`src/rtl/tcam_matcher.sv`:
```
module tcam_matcher #(
  parameter int ROWS = 16,
  parameter int DW   = 16,
  parameter int CW   = 4
) (
  input  logic                     clk,
  input  logic                     rst_n,
  input  logic                     key_mode,
  input  logic                     out_mode,
  input  logic                     in_vld,
  input  logic [DW+CW-1:0]         in_ctrl,
  input  logic [DW-1:0]            in_data,
  input  logic                     cfg_we,
  input  logic [$clog2(ROWS)-1:0]  cfg_row,
  input  logic [1:0]               cfg_sel,
  input  logic [DW+CW-1:0]         cfg_wdata,
  output logic                     out_hit,
  output logic [DW+CW-1:0]         out_ctrl,
  output logic [DW-1:0]            out_data
);
  localparam int KW = DW + CW;
  localparam int IW = $clog2(ROWS);

  logic [KW-1:0] row_care [ROWS];
  logic [KW-1:0] row_val  [ROWS];
  logic [KW-1:0] row_res  [ROWS];
  logic [ROWS-1:0] row_en;

  logic [KW-1:0] key_q, res_q;
  logic          v1_q, hit_q, hit_c;
  logic [IW-1:0] sel_c;

  always_ff @(posedge clk) begin
    if (!rst_n) begin
      row_en <= '0;
      for (int r = 0; r < ROWS; r++) begin
        row_care[r] <= '0;
        row_val[r]  <= '0;
        row_res[r]  <= '0;
      end
    end else if (cfg_we) begin
      case (cfg_sel)
        2'd0: row_care[cfg_row] <= cfg_wdata;
        2'd1: row_val[cfg_row]  <= cfg_wdata;
        2'd2: row_res[cfg_row]  <= cfg_wdata;
        default: row_en[cfg_row] <= cfg_wdata[0];
      endcase
    end
  end

  always_ff @(posedge clk) begin
    if (!rst_n) begin
      v1_q  <= 1'b0;
      key_q <= '0;
    end else begin
      v1_q  <= in_vld;
      key_q <= key_mode ? {in_data, in_ctrl[CW-1:0]} : in_ctrl;
    end
  end

  always_comb begin
    hit_c = 1'b0;
    sel_c = '0;
    for (int r = ROWS - 1; r >= 0; r--) begin
      if (row_en[r] && (((key_q ^ row_val[r]) & row_care[r]) == '0)) begin
        hit_c = 1'b1;
        sel_c = IW'(r);
      end
    end
  end

  always_ff @(posedge clk) begin
    if (!rst_n) begin
      hit_q <= 1'b0;
      res_q <= '0;
    end else begin
      hit_q <= v1_q & hit_c;
      if (v1_q && hit_c) res_q <= row_res[sel_c];
    end
  end

  assign out_hit  = hit_q;
  assign out_ctrl = out_mode ? {{DW{1'b0}}, res_q[CW-1:0]} : res_q;
  assign out_data = out_mode ? res_q[KW-1:CW] : '0;

  p_miss_hold_r6: assert property (@(posedge clk) disable iff (!rst_n)
    !out_hit |-> res_q == $past(res_q));

  p_hit_needs_key_r8: assert property (@(posedge clk) disable iff (!rst_n)
    out_hit |-> $past(v1_q));

  p_disabled_no_hit_r7: assert property (@(posedge clk) disable iff (!rst_n)
    (row_en == '0) |=> !out_hit);

  p_hit_from_enabled_r4: assert property (@(posedge clk) disable iff (!rst_n)
    out_hit |-> $past(row_en) != '0);
endmodule

```
`config.mk`:
```
export PLATFORM = sky130hd
export DESIGN_NAME = tcam_matcher
export DESIGN_NICKNAME = d
export VERILOG_FILES = /design/src/rtl/tcam_matcher.sv
export SDC_FILE = /design/constraint.sdc
export NUM_CORES = 2
export LEC_CHECK = 0
export ABC_AREA = 0
export BUFFER_PORTS_ARGS = -buffer_cell sky130_fd_sc_hd__buf_4
export CORE_MARGIN = 2
export CORE_UTILIZATION = 35
export CTS_BUF_LIST = sky130_fd_sc_hd__clkbuf_4 sky130_fd_sc_hd__clkbuf_8 sky130_fd_sc_hd__clkbuf_16
export CTS_CLUSTER_DIAMETER = 40
export DETAILED_ROUTE_END_ITERATION = 8
export HOLD_SLACK_MARGIN = 0.05
export PLACE_DENSITY = 0.57
export RECOVER_POWER = 100
export SLEW_MARGIN = 5
export SYNTH_ARGS = -nofsm -noshare
export SYNTH_HDL_FRONTEND = slang
export SYNTH_SLANG_ARGS = --single-unit
```
`constraint.sdc`:
```
create_clock -name clk -period 4.1 [get_ports clk]
set_input_delay 0.41 -clock clk [delete_from_list [all_inputs] [get_ports clk]]
set_output_delay 0.41 -clock clk [all_outputs]
set_load 0.05 [all_outputs]
```
; After elaboration in Yosys (flattened, before gate mapping)
; Memories as Yosys holds them, arrays and structs flattened. A register that Yosys moved wholly into a read port is not among the register bits.
; Index checks and enable logic that the tools add are counted.
[word_totals]
memories = 3
word_cells = 146
inputBits = 68
out_inout_bits = 37
ram_bits = 960
ff_bits = 38
[mem_list]
columns = memory, depth, word_bits, rd, rd_clocked_by_memory_dff, write_ports, line
row1 = row_care, 16, 20, 16, 0, 16, 24  ; logic [KW-1:0] row_care [ROWS];
row2 = row_res, 16, 20, 1, 1, 16, 26  ; logic [KW-1:0] row_res [ROWS];
row3 = row_val, 16, 20, 16, 0, 16, 25  ; logic [KW-1:0] row_val [ROWS];
[op_classes]
n_mux = 60
eq_ne = 2
reduce_logical = 41
bitwise_logic = 34
n_lt_le_gt_ge = 2
[ops]
columns = operator, n
row1 = AND 20 bit, 16
row2 = logical NOT 20 bit, 16
row3 = bitwise XOR 20 bit, 16
row4 = 2-to-1 mux 20 bit, 5
row5 = 2-to-1 mux 4 bit, 19
row6 = OR reduction 20 bit, 3
row7 = 2-to-1 mux 1 bit, 33
row8 = logical AND 1 bit, 18
row9 = bitwise mux 16 bit, 1
row10 = 2-to-1 mux 16 bit, 1
row11 = "< comparator 4 x 5 -> 1 bit, second input constant", 1
row12 = demux 1 bit (select 4 bit), 1
row13 = ">= comparator 4 x 1 -> 1 bit, second input constant", 1
row14 = OR reduction 3 bit, 1
row15 = "== test 2 x 1 -> 1 bit, second input constant", 1
row16 = "== test 2 bit, second input constant", 1
row17 = logical NOT 2 bit, 1
row18 = AND reduction 2 bit, 1
row19 = AND 1 bit, 1
row20 = logical NOT 1 bit, 1
row21 = NOT 1 bit, 1

; Longest topological paths before layout
[depth]
ltp_word = 21
ltp_mapped = 16

; Worst setup path before layout
; No wires, ideal clock.
[synth_path]
path_kind = input-to-reg
startpoint = in rst_n
endpoint = mem row_care[15][0] in the netlist's numbering (enable)
arrival_ps = 2929
setup_ps = 425
slack_ps = 746
cell_stages = 6
path_cell_list = clkbuf_1 > nand2_1 > or3_1 > clkbuf_1 > clkbuf_1 > o21ai_0
[synth_lines]
columns = element, line
row1 = "start, declared", 7  ; input logic rst_n,
row2 = "end, declared", 24

; Worst setup path in the final report
[layout_path]
startpoint = reg key_q[13]
endpoint = reg res_q[4], read port of row_res
[layout_via]
elab_chain_cells = 21
word_cells_on_any_way = 97
[layout_rtl]
columns = element, line
row1 = "start, declared", 29  ; logic [KW-1:0] key_q, res_q;
row2 = "start signal, assigned", 57  ; key_q <= key_mode ? {in_data, in_ctrl[CW-1:0]} : in_ctrl;
row3 = bitwise XOR 20 bit, 65  ; if (row_en[r] && (((key_q ^ row_val[r]) & row_care[r]) == '0)) begin
row4 = AND 20 bit, 65
row5 = logical NOT 20 bit, 65
row6 = logical AND 1 bit, 65
row7 = 2-to-1 mux 1 bit (16 in series), 65
row8 = logical AND 1 bit, 78  ; if (v1_q && hit_c) res_q <= row_res[sel_c];
row9 = "end, declared", 29
; Several ways; a longest one is shown, not always the timed one.
; A chain may end at the register's enable or synchronous reset.

==> impl_metrics.csv <==
group,metric,value,unit
worst_setup_path,setup.worst_path.start_class,"flip-flop",
die,die_w,368,um
die,fp-row-count,133,
yosys,netlist_area,46400,um2
global_routing,antenna_found_initial,6,
yosys,async_reset_ff_share,0,%
cells_and_area,nNetsFinal,3811,
die,die_h,368,um
yosys,syn_nets,3621,
yosys,yosysUniqueCellTypes,56,
run,drv_cap,7,
clock_network,cts_root_buf,"clkbuf_16",
yosys,yosysSeqAreaShare,64.7,%
die,initial_utilization,35.3,%
drt,first_iter_violations,3345,
clock_network,cts_tree,"built",
power_and_ir_drop,power_leakage,19.3,nW
yosys,synthFlopType,"edfxtp_1",
global_routing,grt_max_degree,67,
timing,setup_viol,0,
drt,wl_per_cell,24.6,um
worst_setup_path,end_kind,"flip-flop",
timing,hold_violations,0,
yosys,yosys.cell_count.top_type,"edfxtp_1",
placement,port_buffers,104,
global_routing,grtUsageTotal,20.0,%
die,placeableCoreArea,131000,um2
drt,highest_layer,"met5",
drt,wl,138,mm
global_routing,grt_pass1_vias,28000,
yosys,yosysTopAreaCellShare,62.2,%
timing,rsz0062_at_grt,"false",
drt,viasPerCell,5.16,
worst_setup_path,critical_path_arrival,4.58,ns
die,ioPinCount,105,
outcome,status,"finished with violations",
die,die-area,135000,um2
yosys,synth_area_per_cell,13.0,um2
clock_network,cts_made_buffers,121,
clock_network,cts.sinks,1018,
worst_setup_path,path_max_fanout,43,
drt,drt_first_pass_iters,6,
clock_network,cts-htree-levels,3,
outcome,failed_checks,"capacitance limit, slew limit",
timing,clock_skew,0.0306,ns
cells_and_area,area_delta_synth_final,16.6,%
drt,wl_met2,61.6,mm
yosys,ys_ff_latch,1018,
placement,pre_cts_slack,0.0911,ns
cells_and_area,drive_above_1_share,12.3,%
timing,maxSlewViolCount,266,
placement,place.gp.congestion,0.826,
timing,finalSetupTns,0,ns
clock_network,clock_latency,0.71,ns
global_routing,grt_pass1_wl,199,mm
drt,postRouteAntennaNets,0,
power_and_ir_drop,power_per_cell_area,459,nW/um2
yosys,yosys-top-cells-count,"edfxtp_1 (960), and2_1 (934), xor2_1 (320)",
yosys,yosysWarnings,0,
yosys,synth-edff-count,960,
timing,finalWorstSetupSlack,0.149,ns
clock_network,clock_path_buffers,3,
timing,slew_headroom,-44.8,%
yosys,synth_area_leaders,"edfxtp_1 (62%), and2_1 (13%), xor2_1 (6.0%), a22oi_1 (2.6%), dfxtp_1 (2.5%)",
drt,route.layer.met1.wl,62.3,mm
timing,worstMarginPinSlew,2.17,ns
worst_setup_path,required,4.73,ns
drt,routed-via-count,28900,
timing,fin_crit,3.95,ns
yosys,synth_cells,3553,
clock_network,path_clk_slew,0.07,ns
global_routing,grt-ovfl-total,0,
timing,period_share,96.4,%
power_and_ir_drop,ir_drop,350,uV
drt,drcViolationCount,0,
yosys,yosysTopAreaCell,"edfxtp_1",
worst_setup_path,critical_path_class,"reg -> reg",
drt,wl_met3,10.6,mm
hold_path,hp-class,"in -> reg",
timing,fmax,253,MHz
placement,hpwl,82.4,mm
state kept, by name, summed over array words and instances (netlist names):
register	cells
out_hit	1
v1_q	1
row_res	320
row_val	320
row_care	320
row_en	16
res_q	20
key_q	20
through the flow:
| stage | cell area (um2) | utilization, % | hold slack (ns) | total power [mW] | cells |
|---|---|---|---|---|---|
| 2_1_floorplan | 46400 | - | 0.458 | 13.1 | 3553 |
| 5_1_grt | 54100 | 41.1 | 0.0747 | 25.5 | 5602 |
| 3_5_place_dp | 50300 | 38.2 | 0.482 | 13.9 | 5346 |
| 6_report | 54100 | 41.1 | 0.113 | 24.8 | 5605 |
| 4_1_cts | 54700 | 41.6 | 0.0512 | 25.0 | 5596 |
| 3_3_place_gp | 50300 | 38.2 | 0.472 | 13.8 | 5346 |
power breakdown:
| group | internal, mW | switching [mW] | total, mW |
|---|---|---|---|
| Combinational | 0.465 | 1.07 | 1.53 |
| Clock | 6.70 | 4.45 | 11.1 |
| Sequential | 11.9 | 0.220 | 12.1 |
worst max-delay path: stages, from the launching register on:
cell and delay [ns]:
dfxtp_2 0.42, buf_4 0.25, xor2_1 0.13, a22oi_1 0.23, nand4_1 0.14, or3_1 0.46
a21oi_1 0.42, o21ai_2 0.15, o21ai_4 0.25, buf_6 0.42, clkbuf_4 0.39, nand2_1 0.08
nand3_1 0.09, o211ai_1 0.19, nor3_1 0.19
path summary, 6_finish.rpt:
check | start | slack (ns) | cells past startpoint | to
max | key_q[13] | 0.15 | 14 | res_q[4]
min reg2reg | row_en[15] | 0.49 | 2 | row_en[15]
min | in_ctrl[10] | 0.11 | 3 | key_q[10]
max reg2reg | key_q[13] | 0.15 | 14 | res_q[4]
per-layer routing:
metal,vias to the layer above,GRT usage (%)
met1,14600,29.8
met5,-,0
met4,2,5.65
met3,185,2.63
li1,13000,-
met2,1163,30.6
logic make-up (layout without fill, tap and decap cells):
kind of cell / after synthesis / in the layout / share of synthesized area [%]
other: 0 / 3 / 0
flip-flops: 1018 / 1018 / 64.7
buffers and inverters: 284 / 578 / 2.87
AND/OR/NAND/NOR: 1441 / 1441 / 18.0
multiplexers: 131 / 131 / 2.89
XOR/XNOR: 320 / 320 / 6.05
AO/OA/AOI/OAI: 359 / 359 / 5.51
repair_timing:
action	CTS	global route
hold buffers	23	0
resized for setup	0	6
hold endpoints to repair	14	0
setup endpoints to repair	0	19
buffers inserted	0	6
layout make-up:
class | count | area, um2
fill | 12300 | 77400
sequential | 1018 | 30000
multi-input combinational | 2251 | 15100
clock buffer | 144 | 3280
timing repair buffer | 349 | 2520
tap | 1755 | 2200
clock inverter | 83 | 935
inverter | 2 | 7.51
antenna | 3 | 7.51
placed cells by master (no fill, tap or decap), types with 14 or more instances in the layout:
master,instances
clkbuf_4,25
edfxtp_1,960
a21oi_1,30
buf_12,30
clkinv_2,23
nor3_2,14
clkinv_4,15
nand4_1,60
dfxtp_2,19
mux2_2,20
a22oi_1,161
dfxtp_1,39
buf_4,138
o21ai_0,71
nor2_1,75
nand2_1,153
nor2b_1,42
dlygate4sd3_1,23
clkbuf_16,123
mux2i_1,110
a222oi_1,15
bufinv_16,15
clkbuf_1,140
xor2_1,320
and2_1,449
a221o_1,17
and2_0,485
nor3_1,71
clkinvlp_4,15
nand3_1,61
Power figures use the tool's default switching activity.
